$ cat config.mk
export PLATFORM = sky130hd
export DESIGN_NAME = hcube_bcast_sched
export DESIGN_NICKNAME = d
export VERILOG_FILES = /design/src/rtl/hcube_bcast_pkg.sv /design/src/rtl/hcube_stage_ctr.sv /design/src/rtl/hcube_route.sv /design/src/rtl/hcube_bcast_sched.sv
export SDC_FILE = /design/constraint.sdc
export NUM_CORES = 1
export LEC_CHECK = 0
export BUFFER_PORTS_ARGS = -buffer_cell sky130_fd_sc_hd__clkbuf_2
export CAP_MARGIN = 10
export CORE_AREA = 2 2 39 41
export CTS_BUF_LIST = sky130_fd_sc_hd__clkbuf_8
export CTS_CLUSTER_SIZE = 14
export DETAILED_ROUTE_END_ITERATION = 10
export DIE_AREA = 0 0 41 43
export PLACE_DENSITY = 0.66
export SLEW_MARGIN = 40
export SYNTH_ARGS = -nofsm -noshare
export SYNTH_HDL_FRONTEND = slang
export SYNTH_SLANG_ARGS = --single-unit
$ cat constraint.sdc
create_clock -name clk -period 1.95 [get_ports clk]
set_input_delay 0.0975 -clock clk [delete_from_list [all_inputs] [get_ports clk]]
set_output_delay 0.0975 -clock clk [all_outputs]
set_load 0.005 [all_outputs]
$ cat src/rtl/hcube_bcast_pkg.sv
package hcube_bcast_pkg;
    typedef enum logic [1:0] {
        ST_IDLE = 2'd0,
        ST_RUN  = 2'd1,
        ST_DONE = 2'd2
    } bc_state_t;
endpackage

$ cat src/rtl/hcube_stage_ctr.sv
module hcube_stage_ctr #(
    parameter int DIM = 3,
    localparam int SW = (DIM > 1) ? $clog2(DIM) : 1
) (
    input  logic          clk,
    input  logic          rst_n,
    input  logic          clear,
    input  logic          adv,
    output logic [SW-1:0] stage,
    output logic          last
);
    always_ff @(posedge clk or negedge rst_n) begin
        if (!rst_n)
            stage <= '0;
        else if (clear)
            stage <= '0;
        else if (adv && !last)
            stage <= stage + SW'(1);
    end

    assign last = (stage == SW'(DIM - 1));
endmodule

$ cat src/rtl/hcube_route.sv
module hcube_route #(
    parameter int DIM = 3,
    localparam int SW = (DIM > 1) ? $clog2(DIM) : 1
) (
    input  logic [DIM-1:0] node,
    input  logic [DIM-1:0] root,
    input  logic [SW-1:0]  stage,
    output logic           is_root,
    output logic [SW-1:0]  rx_stage,
    output logic           upper_clear,
    output logic [DIM-1:0] dst
);
    logic [DIM-1:0] rel;

    assign rel     = node ^ root;
    assign is_root = (rel == '0);

    // index of the highest set bit of the relative address
    always_comb begin
        rx_stage = '0;
        for (int i = 0; i < DIM; i++)
            if (rel[i]) rx_stage = SW'(i);
    end

    assign upper_clear = ((rel >> stage) == '0);
    assign dst         = node ^ (DIM'(1) << stage);
endmodule

$ cat src/rtl/hcube_bcast_sched.sv
module hcube_bcast_sched
    import hcube_bcast_pkg::*;
#(
    parameter int DIM = 3,
    localparam int SW = (DIM > 1) ? $clog2(DIM) : 1
) (
    input  logic           clk,
    input  logic           rst_n,
    input  logic [DIM-1:0] node_addr,
    input  logic [DIM-1:0] root_addr,
    input  logic           start,
    input  logic           stage_tick,
    input  logic           rx_valid,
    output logic           send_en,
    output logic [DIM-1:0] send_dst,
    output logic [SW-1:0]  stage_idx,
    output logic           has_data,
    output logic           busy,
    output logic           done,
    output logic           err
);
    bc_state_t state_q, state_d;

    logic          is_root;
    logic [SW-1:0] rx_stage;
    logic          upper_clear;
    logic          last;
    logic          start_ok;
    logic          in_run;
    logic          rx_match;

    assign in_run   = (state_q == ST_RUN);
    assign start_ok = start && !in_run;
    assign rx_match = !is_root && (stage_idx == rx_stage);

    hcube_stage_ctr #(.DIM(DIM)) u_ctr (
        .clk   (clk),
        .rst_n (rst_n),
        .clear (start_ok),
        .adv   (in_run && stage_tick),
        .stage (stage_idx),
        .last  (last)
    );

    hcube_route #(.DIM(DIM)) u_route (
        .node        (node_addr),
        .root        (root_addr),
        .stage       (stage_idx),
        .is_root     (is_root),
        .rx_stage    (rx_stage),
        .upper_clear (upper_clear),
        .dst         (send_dst)
    );

    // state register
    always_ff @(posedge clk or negedge rst_n) begin
        if (!rst_n) state_q <= ST_IDLE;
        else        state_q <= state_d;
    end

    // next state
    always_comb begin
        state_d = state_q;
        unique case (state_q)
            ST_IDLE: if (start)              state_d = ST_RUN;
            ST_RUN:  if (stage_tick && last) state_d = ST_DONE;
            ST_DONE: if (start)              state_d = ST_RUN;
            default:                         state_d = ST_IDLE;
        endcase
    end

    // holding flag and sticky error
    always_ff @(posedge clk or negedge rst_n) begin
        if (!rst_n) begin
            has_data <= 1'b0;
            err      <= 1'b0;
        end else if (start_ok) begin
            has_data <= is_root;
            err      <= 1'b0;
        end else if (in_run && rx_valid) begin
            if (rx_match) has_data <= 1'b1;
            else          err      <= 1'b1;
        end
    end

    // outputs
    always_comb begin
        busy    = 1'b0;
        done    = 1'b0;
        send_en = 1'b0;
        unique case (state_q)
            ST_IDLE: ;
            ST_RUN: begin
                busy    = 1'b1;
                send_en = has_data && upper_clear;
            end
            ST_DONE: done = 1'b1;
            default: ;
        endcase
    end
endmodule

==> run summary, run 1 <==
In this run the tool buffered the top-level ports with 20 buffer cells. The path class of the tightest hold or removal check is primary input to flip-flop. Area of the mapped netlist: 429 um^2. The detailed router put a total of 365 um of wire on met1. Setup total negative slack on the finished layout was measured at 0 ps. Before CTS, the worst setup slack after placement is 344 ps.

The insertion delay to the later sink of the worst-skew pair was 220 ps; the unique cell type count in the Yosys netlist was 18. The logs give 601 um^2 for the post-route cell area and 627 MHz for the highest clock rate. The run gives 0.350 as the sequential-to-total area share from yosys stat.

For the initial cell density of the core, the log shows 0.310. The buffer levels on the longest clock path came out at 2. The max-capacitance violation count is 0, and the largest net degree at the start of global routing is 7.

The logs give 433 um for the routed wire length on met2 and 0 for the number of max-slew violations in the final report. Traced cell by cell, the critical path runs through inv_1, and3_1, or4_1, a32o_1. For the wire length on met3, the log shows 75 um. The number of nets in the final layout is 89, and the maximum ir drop on the vdd rail is 0.000553 V. The cell count of the worst hold path was 3; the final estimated routing congestion in global placement was 0.663.

The total wire length after detailed routing is 874 um, and the clock-pin slew on the worst setup and hold paths is 40 ps. STA classifies the critical path endpoint as a flip-flop. The critical path runs through a total of 4 cells. The maximum fanout count along the critical path works out to 6. In this run the static leakage power is 0.314 nW. For the worst path required time, the log shows 2050 ps. The final number of setup-violating endpoints is 0, and the filler cell count in the final layout is 149. STA classifies the critical path startpoint as a flip-flop.

The post-detailed-route via-to-cell ratio was 4.58. The wire-length estimate of the detail-placed layout is 723 um. STA puts the critical path data arrival time at 1700 ps. The slowest stage of the critical path is the or4_1 cell. The fraction of layout cells with a size suffix above 1 works out to 0.315. In this run, CTS created clock tree buffers numbering 3. TritonCTS built the clock tree. The run gives 355 ps as the post-layout worst setup margin.

The worst hold path terminates at has_data$_DFFE_PN0P_. The critical path buffer and inverter count was 1. After technology mapping, the gate count stands at 49. The type of the setup path with the least slack is flip-flop to flip-flop.

The number of nets handed over by synthesis was 63. The number of global-route vias before repair is 371. The worst setup skew after layout was 2.55 ps. Counting cells, the worst reg-to-reg path comes to 4. The height of the die was 43 um. The run gives 0.769 mW as the total power. The tools report the reg-to-reg startpoint as u_ctr.stage[0]$_DFFE_PN0P_.

The number of diodes was 0. In this run the core area contains 14 standard-cell rows. Setup repair after global routing left no endpoint under its margin. Leading cell type in the layout, fill and taps excluded: clkbuf_2. The core region is 0.00138 mm^2. The detailed router used layers up to and including met3. In this run the cell area measured after placement is 549 um^2.

The endpoint of the most critical register-to-register path is err$_DFFE_PN0P_. Once detail routing completed, the nets flagged for antenna violations numbered 0. The final hold violation count is 0, and the initial antenna violation count is 0. Leaving out filler cells and counting taps, the final layout contains 89. Compared with the post-synthesis result, the final layout area differs by 39.9%. The startpoint identified for the worst hold timing path is rx_valid.

The run gives 6 as the number of sinks on the clock net. The normalized max-slew margin is 0.743. In this run, synthesis produced a sequential element count of 6. The run gives 0.128 as the total track usage. For flop-to-flop paths, the worst setup slack is 360 ps. The boundary pin count was 21. At the pin with the least slew margin, the transition time is 383 ps. The die covers 0.00176 mm^2. The wire length per cell after detailed routing came out at 9.82 um. The delay of the slowest critical-path stage is 490 ps, and the mean instance size in the synthesized netlist is 8.76 um^2. The H-tree depth is 1.

The largest delay contributor family on the critical path is simple AND/OR/NAND/NOR gates. After detailed placement, the design holds a cell count of 85. Count of synthesis-stage warnings from yosys: 0. The pre-antenna-repair detailed-routing pass consisted of 4 iterations. The power density over cell area is 1280 mW/mm^2.

The top cell types in the final layout, fill and taps aside, are clkbuf_2 (20), nand2_1 (7), xor2_1 (6), dfrtp_1 (6), o21ai_0 (5). Remaining global-route overflow: 0. The die is 41 um wide. For this block, the initial DRC count from the detailed router was 6. The run finished with clean final reports. The logs give 1.47 mm for the first-pass GRT wire length and 408 for the total vias in the final route. The share of the cycle needed by the critical path after routing came out at 0.818. The smallest clock period supported by the final layout is computed as 1590 ps.

The cell at the root of the clock tree was clkbuf_8. After detailed routing, the number of remaining DRC violations is 0.
[state kept, by name, indices dropped and copies added (netlist names)]
| signal | cells |
|---|---|
| u_ctr.stage | 2 |
| err | 1 |
| has_data | 1 |
| state_q | 2 |
[per-stage QoR]
step | hold WS, ps | utilization
2_1_floorplan | -198 | -
3_3_place_gp | -69.3 | 0.397
3_5_place_dp | -67.9 | 0.397
4_1_cts | 134 | 0.434
5_1_grt | 164 | 0.434
6_report | 138 | 0.434
[kinds of logic (layout without fill, tap and decap cells)]
logic type,count (synthesis),after routing,synth area share
and+or+nand+nor,16,16,0.175
AOI/OAI and AO/OA,10,10,0.146
xor gates and xnor gates,9,9,0.184
DFF,6,6,0.350
buffers and inverters,4,28,0.0350
adders and majority gates,3,3,0.0875
muxes,1,1,0.0233
[per-layer routing]
layer,GRT usage,up-vias
li1,-,213
met1,0.128,182
met2,0.200,13
met3,0.0785,0
met4,0.0600,0
met5,0,-
[power by group]
group / internal, mW / switching, mW
combinational: 0.175 / 0.186
clock: 0.132 / 0.0484
sequential: 0.177 / 0.0492
total: 0.485 / 0.284
[repair_timing]
action                    4_1_cts  5_1_grt
hold endpoints to repair        6        0
gates resized for setup         0        0
setup buffers                   0        0
hold buffers                    1        0
[layout make-up]
| cell class | count | area, um^2 | area share |
|---|---|---|---|
| Clock buffer | 3 | 41.3 | 0.0687 |
| Inverter | 4 | 15.0 | 0.0250 |
| Multi-Input combinational cell | 39 | 264 | 0.440 |
| Sequential cell | 6 | 150 | 0.250 |
| Tap cell | 16 | 20.0 | 0.0333 |
| Timing Repair Buffer | 21 | 110 | 0.183 |
[worst max path at each step]
stage,start,to,slack [ps]
2_1_floorplan,u_ctr.stage[0]$_DFFE_PN0P_,err$_DFFE_PN0P_,440
3_3_place_gp,u_ctr.stage[0]$_DFFE_PN0P_,err$_DFFE_PN0P_,380
3_5_place_dp,u_ctr.stage[0]$_DFFE_PN0P_,err$_DFFE_PN0P_,340
4_1_cts,u_ctr.stage[0]$_DFFE_PN0P_,err$_DFFE_PN0P_,340
5_1_grt,u_ctr.stage[0]$_DFFE_PN0P_,err$_DFFE_PN0P_,260
6_report,u_ctr.stage[0]$_DFFE_PN0P_,err$_DFFE_PN0P_,360
[worst register-to-register path: cells and delay by family, from the launching register on]
family | cells | cell delay [ps]
AO/OA/AOI/OAI | 1 | 280
buffers and inverters | 1 | 120
flip-flops | 1 | 440
AND/OR/NAND/NOR | 2 | 640
[synthesized netlist by cell type, drive strengths merged]
cell type / n / area (um^2)
mux2i: 1 / 10.0
or4: 1 / 7.51
o21ai: 5 / 25.0
nand2: 7 / 26.3
dfrtp: 6 / 150
xor2: 6 / 52.6
a21oi: 2 / 10.0
xnor2: 3 / 26.3
inv: 4 / 15.0
nor2: 3 / 11.3
nor3: 1 / 5.00
a32o: 1 / 10.0
a221oi: 1 / 8.76
ha: 3 / 37.5
and3: 1 / 6.26
nand2b: 1 / 6.26
nor2b: 2 / 12.5
o2bb2ai: 1 / 8.76
(Power assumes the default switching activity.)
==> inputs of run 2 (changes only) <==
--- a/config.mk
+++ b/config.mk
@@ -5,6 +5,7 @@
 export SDC_FILE = /design/constraint.sdc
 export NUM_CORES = 1
 export LEC_CHECK = 0
+export ABC_AREA = 1
 export BUFFER_PORTS_ARGS = -buffer_cell sky130_fd_sc_hd__clkbuf_2
 export CAP_MARGIN = 10
 export CORE_AREA = 2 2 39 41
@@ -12,7 +13,7 @@
 export CTS_CLUSTER_SIZE = 14
 export DETAILED_ROUTE_END_ITERATION = 10
 export DIE_AREA = 0 0 41 43
-export PLACE_DENSITY = 0.66
+export PLACE_DENSITY = 0.73
 export SLEW_MARGIN = 40
 export SYNTH_ARGS = -nofsm -noshare
 export SYNTH_HDL_FRONTEND = slang
==> constraint.sdc (replaced) <==
create_clock -name clk -period 1.6 [get_ports clk]
set_input_delay 0.08 -clock clk [delete_from_list [all_inputs] [get_ports clk]]
set_output_delay 0.08 -clock clk [all_outputs]
set_load 0.005 [all_outputs]
==> run 2 against run 1 <==
Effect of this change:
- clock skew shrank 1.1 ps
- hold slack lost 1.0 ps
- die area is the same
- synthesized cell count grew 49%
- combinational power grew 54%
- utilization grew 5.9 points
- sequential power grew 21%
- setup slack lost 180 ps
- global-route usage grew 3.2 points
- sequential share of layout area shrank 3.0 points
- critical endpoint is now u_ctr.stage[1]$_DFFE_PN0P_
==> run summary, run 2 <==
The run finished with clean final reports. The power density over cell area was 1550 mW/mm^2 (+21%). The detailed placement HPWL is 912 um (+26%). The final number of setup-violating endpoints was 0 (unchanged). The final hold violation count was 0 (unchanged); the mean instance size in the synthesized netlist was 6.96 um^2 (-21%).

Classification of the worst-slack hold path: primary input to flip-flop. For the placed instance area, the log shows 628 um^2 (+14%). The worst setup path is captured at a flip-flop. The logs give 220 ps (about the same) for the insertion delay to the later sink of the worst-skew pair and 14 (unchanged) for the floorplan row count. The tools report the count of synthesis-stage warnings from yosys as 0 (unchanged).

The wire length per cell after detailed routing was 9.25 um (-5.8%). The boundary pin count was 21 (unchanged); the area of the mapped netlist was 508 um^2 (+18%). The height of the die works out to 43 um (unchanged).

The share of the cycle needed by the critical path after routing works out to 0.893 (+0.0752). Type of the setup path with the least slack: flip-flop to flip-flop. The run gives 0.761 (+15%) as the final estimated routing congestion in global placement. Total vias in the final route: 520 (+27%). For the total wire length after detailed routing, the log shows 1.05 mm (+20%). The count of input and output buffers is 20 (unchanged). The run gives 0 (unchanged) as the remaining global-route overflow. The worst setup path is launched from a flip-flop. The run gives 1 (unchanged) as the H-tree depth.

For the die area, the log shows 0.00176 mm^2 (unchanged). For the number of routed nets with antenna violations, the log shows 0 (unchanged). The commonest cells after synthesis are nand2_1 (19), inv_1 (14), dfrtp_1 (6), nor2_1 (6), nand2_2 (5).

The detailed router's first-iteration violation count came out at 5 (-1). The largest net degree at the start of global routing was 8 (+1); the share of the synthesized area in the top cell type was 0.296 (-0.0543). The logs give 1.49 ps (-1.06 ps) for the worst setup skew after layout and 6 (unchanged) for the number of sinks on the clock net. Unique cell type count in the Yosys netlist: 17 (-1). The most critical setup path has its startpoint at u_ctr.stage[0]$_DFFE_PN0P_.

Fraction of layout cells with a size suffix above 1: 0.361 (+0.0458). The reported leakage power is 0.402 nW (+28%), and the horizontal die dimension is 41 um (unchanged). The worst path required time was 1700 ps (-350 ps); the post-detailed-route via-to-cell ratio was 4.60 (+0.38%). The most used flip-flop cell after synthesis was dfrtp_1.

The cell count after synthesis is 73 (+49%). The tools report the normalized max-slew margin as 0.800 (+0.0565). Initial cell density of the core: 0.367 (+0.0570).

The clock-pin slew on the worst setup and hold paths works out to 30 ps (about the same). TritonCTS built the clock tree. Largest area contributor in the synthesized netlist: dfrtp_1. The total track usage is 0.160 (+0.0317), and the data arrival at the endpoint of the critical path is 1530 ps (-170 ps). The tools report the number of max-slew violations in the final report as 0 (unchanged). The startpoint identified for the worst register-to-register timing path is u_ctr.stage[0]$_DFFE_PN0P_.

Clock buffer count from CTS: 3 (unchanged). The first-pass iteration count of the detailed router came out at 2 (-2). The area of the core region was 0.00138 mm^2 (unchanged). The area growth from synthesis to layout is 34.2%.

The library cell used most frequently in the layout, excluding fill and tap cells, is clkbuf_2. The synthesis-stage register bit count is 6 (unchanged), and the number of flops mapped to enable cells by yosys is 0 (unchanged). For the number of nets in the final layout, the log shows 113 (+27%). The maximum fanout count along the critical path works out to 5 (-1). The cell count of the worst hold path works out to 3 (unchanged). The startpoint identified for the worst hold timing path is start.

The run gives 486 (+31%) as the number of global-route vias before repair. The tools report the remaining design rule violation count as 0 (unchanged). The slew at the pin closest to its max-slew limit works out to 299 ps (-83.2 ps).

The cell at the root of the clock tree is clkbuf_8. The fraction of registers with async set/reset was 1.00 (unchanged). The worst reg2reg path depth came out at 5 (+1). The minimum clock period after layout came out at 1430 ps (-166 ps). The sequential-to-total area share from yosys stat was 0.296 (-0.0543). After synthesis, the cell types taking the most area are dfrtp_1 (30%), nand2_1 (14%), inv_1 (10%).

Setup repair after global routing left no endpoint under its margin. The run gives 700 MHz (+12%) as the highest clock rate. The run gives 87 (+38%) as the post-synth net total.

For the first-pass GRT wire length, the log shows 1.85 mm (+26%). Leaving out fill and tap cells, the most frequent cells in the layout are clkbuf_2 (20), nand2_1 (19), inv_1 (14), dfrtp_1 (6). The run gives 682 um^2 (+14%) as the post-route cell area. The buffer levels on the longest clock path was 2 (unchanged); the max-capacitance violation count was 0 (unchanged).

The most used standard cell by instance count after synthesis is nand2_1. For the maximum ir drop on the vdd rail, the log shows 0.000754 V (+36%). The final sum of negative setup slack came out at 0 ps (unchanged).

The largest registers in the layout are state_q: 2 flops, u_ctr.stage: 2 flops. The run gives 0 (unchanged) as the number of diodes. The run gives 0 (unchanged) as the initial antenna violation count.
## run 2: cell count changes in the layout (fill, tap and decap cells not counted), moves of 3 or more
cell     delta
inv_1      +10
nand2_1    +12
nand2_2     +5
nand3_1     +4
o21ai_0     -3
xnor2_1     -3
## run 2: through the flow
step                      worst slack, ps  total power [mW]  hold slack, ps  instances  utilization
after floorplan                       297             0.628            -216         73            -
after global placement                262             0.810           -86.9        109        0.454
after detailed placement              135             0.839           -86.4        109        0.454
after CTS                             126              1.07             135        113        0.491
after global routing                 7.68              1.17             179        113        0.493
final                                 171              1.06             137        113        0.493
## run 2: kinds of logic after synthesis
logic type | Yosys count | share of synthesized area
AND/OR/NAND/NOR | 37 | 0.342
buffers and inverters | 15 | 0.111
AO/OA/AOI/OAI | 8 | 0.108
flip-flops | 6 | 0.296
XOR/XNOR | 4 | 0.0690
adder cells (fa/ha/maj) | 3 | 0.0739
## run 2: what timing repair did
| action | in CTS | in global routing |
|---|---|---|
| resized for setup | 0 | 1 |
| endpoints found under the hold margin | 6 | 0 |
| hold buffers | 1 | 0 |
| buffers inserted | 0 | 0 |
| endpoints found under the setup margin | 0 | 1 |
## run 2: path summary, 6_finish.rpt
kind                                                    to  slack, ps
worst max-delay path            u_ctr.stage[1]$_DFFE_PN0P_        170
worst min-delay path                state_q[0]$_DFFE_PN0P_        140
worst max register to register  u_ctr.stage[1]$_DFFE_PN0P_        170
worst min register to register      state_q[0]$_DFFE_PN0P_        490
max in group asynchronous       u_ctr.stage[1]$_DFFE_PN0P_       1230
min in group asynchronous                  err$_DFFE_PN0P_        220
## run 2: final cells by class
cell class / count / area (um^2)
Fill cell: 150 / 702
Multi-Input combinational cell: 52 / 304
Sequential cell: 6 / 150
Timing Repair Buffer: 21 / 110
Inverter: 15 / 56.3
Clock buffer: 3 / 41.3
Tap cell: 16 / 20.0
## run 2: critical path, cell delays in order, from the launching register on
cell and delay (ps):
dfrtp_1 400, inv_1 130, ha_1 260, nor2_2 180, a21oi_1 120, a32o_1 220
## run 2: report_power, final
group          switching [mW]  internal [mW]  total, mW
Clock                  0.0613          0.161      0.223
Combinational           0.313          0.245      0.557
Sequential             0.0561          0.219      0.275
## run 2: routing by layer
layer  vias up  share of wire  GRT usage
met5         -              0          0
met4         0          0.022      0.100
met3         2          0.050     0.0314
met2        13           0.53      0.275
met1       234           0.40      0.162
li1        271              -          -
==> inputs of run 3 (changes only) <==
--- a/config.mk
+++ b/config.mk
@@ -14,6 +14,7 @@
 export DETAILED_ROUTE_END_ITERATION = 10
 export DIE_AREA = 0 0 41 43
 export PLACE_DENSITY = 0.73
+export SETUP_SLACK_MARGIN = 0.2
 export SLEW_MARGIN = 40
 export SYNTH_ARGS = -nofsm -noshare
 export SYNTH_HDL_FRONTEND = slang
==> run 3 against run 2 <==
Effect of this change:
- combinational power up 8.3%
- utilization is 1.4 points higher
- hold slack got worse by 1.5 ps
- count of clock-buffer cells in the layout unchanged
- setup slack improved by 120 ps
- sequential share of layout area fell by 0.59 points
- highest routed layer unchanged
==> run summary, run 3 (synthesis results as in run 2) <==
The run finished with clean final reports. The worst reg2reg path depth works out to 4 (-1). Worst path required time: 1520 ps (-180 ps). For the maximum ir drop on the vdd rail, the log shows 0.000754 V (about the same).

The run gives 1.34 ps (-0.148 ps) as the worst setup skew after layout. The tools report the max-capacitance violation count as 0 (unchanged). The logs give 3 (unchanged) for the clock buffer count from CTS and 0 ps (unchanged) for the final sum of negative setup slack. The insertion delay to the later sink of the worst-skew pair was 220 ps (about the same); the maximum fanout count along the critical path was 4 (-1). Normalized max-slew margin: 0.776 (-0.0235). The fraction of layout cells with a size suffix above 1 works out to 0.408 (+0.0473).

The path class of the tightest hold or removal check is primary input to flip-flop. The number of nets in the final layout was 114 (+0.88%). The largest individual stage delay along the critical path comes from the cell dfrtp_1.

Data arrival at the endpoint of the critical path: 1230 ps (-300 ps). Final estimated routing congestion in global placement: 0.761 (unchanged). In this run the most critical hold path is launched from start. The power density over cell area came out at 1560 mW/mm^2 (+1.1%). The setup path with the least slack is of type flip-flop to primary output.

The detailed router's first-iteration violation count was 5 (unchanged); the total track usage was 0.160 (unchanged). The area growth from synthesis to layout is 37.9%. The slew at the pin closest to its max-slew limit was 335 ps (+35.1 ps).

The tools report the final hold violation count as 0 (unchanged). The horizontal die dimension is 41 um (unchanged), and the worst setup timing slack at the placement stage is 135 ps (unchanged). The height of the die was 43 um (unchanged); the post-detailed-route via-to-cell ratio was 4.65 (+1.0%).

The boundary pin count came out at 21 (unchanged). The tools report the number of diodes as 0 (unchanged). The tools report the launching element of the worst setup path as u_ctr.stage[0]$_DFFE_PN0P_. The count of input and output buffers works out to 20 (unchanged). Setup repair after global routing could not meet its margin everywhere. The core occupancy in the finished layout came out at 0.506 (+0.0136). The delay of the slowest critical-path stage was 380 ps (-20 ps); the detailed placement HPWL was 912 um (unchanged). The library cell used most frequently in the layout, excluding fill and tap cells, is clkbuf_2. The first-pass GRT wire length was 1.86 mm (+0.38%); the remaining global-route overflow was 0 (unchanged).

The reported leakage power is 0.406 nW (+1.0%). The wire length per cell after detailed routing is 9.24 um (-0.12%), and the number of global-route vias before repair is 483 (-0.62%). The critical path goes through buf_4, ha_1, xor2_1, clkbuf_2.

The tools report the placed instance area as 628 um^2 (unchanged). Initial cell density of the core: 0.367 (unchanged). Minimum clock period after layout: 1310 ps (-117 ps). The cell count of the worst hold path is 3 (unchanged), and the total power is 1.10 mW (+3.9%). The tools report the instance count after placement with tap cells included as 109 (unchanged). The run gives 6 (unchanged) as the number of sinks on the clock net. TritonCTS built the clock tree. For the total vias in the final route, the log shows 530 (+1.9%).

The worst slack on hold paths was 136 ps (-1.50 ps); the die area was 0.00176 mm^2 (unchanged). Reg-to-reg startpoint: u_ctr.stage[1]$_DFFE_PN0P_. Post-route cell area: 701 um^2 (+2.8%). The filler cell count in the final layout was 151 (+0.67%). The run gives 0 (unchanged) as the initial antenna violation count. The buffer levels on the longest clock path was 2 (unchanged). The remaining design rule violation count is 0 (unchanged), and the post-route non-filler standard cell count is 114 (+0.88%). STA classifies the critical path endpoint as a primary output. The floorplan row count was 14 (unchanged). In the layout the commonest cells are clkbuf_2 (20), nand2_1 (19), inv_1 (12), dfrtp_1 (6). The total wire length after detailed routing was 1.05 mm (+0.77%); the highest clock rate was 762 MHz (+8.9%). STA classifies the critical path startpoint as a flip-flop. The largest net degree at the start of global routing is 8 (unchanged), and the number of routed nets with antenna violations is 0 (unchanged).

H-tree depth: 1 (unchanged). The tools report the number of max-slew violations in the final report as 0 (unchanged). The tools report the first-pass iteration count of the detailed router as 2 (unchanged). The clock-pin slew on the worst setup and hold paths works out to 30 ps (about the same). The largest registers in the layout are state_q: 2 flops, u_ctr.stage: 2 flops. The logs give 0 (unchanged) for the final number of setup-violating endpoints and 0.00138 mm^2 (unchanged) for the area of the core region. Clock tree synthesis selected as its root buffer the cell clkbuf_8. The post-layout worst setup margin was 288 ps (+117 ps); the share of the cycle needed by the critical path after routing was 0.820 (-0.0732).
## run 3: cell count changes in the layout (fill, tap and decap cells not counted)
cell | before | now
inv_2 | 1 | 3
buf_4 | 0 | 1
a21oi_2 | 1 | 2
ha_2 | 0 | 1
nor2_2 | 2 | 1
nor2_4 | 2 | 3
ha_1 | 3 | 2
inv_1 | 14 | 12
a21oi_1 | 2 | 1
## run 3: repair_timing
item | in CTS | in global routing
hold endpoints to repair | 6 | 0
resized for setup | 1 | 5
endpoints found under the setup margin | 1 | 6
setup buffers | 1 | 0
hold buffers | 1 | 0
## run 3: worst paths after layout
kind	end	slack, ps
min in group asynchronous	state_q[1]$_DFFE_PN0P_	220
setup reg to reg	u_ctr.stage[1]$_DFFE_PN0P_	360
hold reg to reg	state_q[0]$_DFFE_PN0P_	490
setup / recovery	send_dst[1]	290
hold / removal	state_q[0]$_DFFE_PN0P_	140
max in group asynchronous	u_ctr.stage[0]$_DFFE_PN0P_	1220
## run 3: critical path: cells and delay by family (launching register included)
family | cells | cell delay [ps]
fa+ha+maj | 1 | 200
flops | 1 | 380
buf+inv | 2 | 280
xor+xnor | 1 | 150
## run 3: routing by layer
| layer | share of wire | track usage | vias to the layer above | wire [um] |
|---|---|---|---|---|
| met3 | 0.049 | 0.0314 | 2 | 52 |
| met4 | 0.022 | 0.100 | 0 | 23 |
| li1 | - | - | 277 | - |
| met2 | 0.53 | 0.272 | 13 | 558 |
| met5 | 0 | 0 | - | 0 |
| met1 | 0.40 | 0.166 | 238 | 419 |
## run 3: where the power goes
group          switching, mW  total, mW  internal (mW)  leakage [nW]
Combinational          0.334      0.603          0.269         0.311
Sequential            0.0517      0.271          0.219        0.0732
Clock                 0.0609      0.222          0.161        0.0216
Total                  0.447       1.10          0.649         0.406
## run 3: cell type report
cell class              count  area (um^2)  area share
flip-flops and latches      6          150       0.214
inverters                  15         56.3      0.0804
multi-input cells          52          315       0.450
well taps                  16         20.0      0.0286
repair buffers             22          118       0.168
clock buffers               3         41.3      0.0589
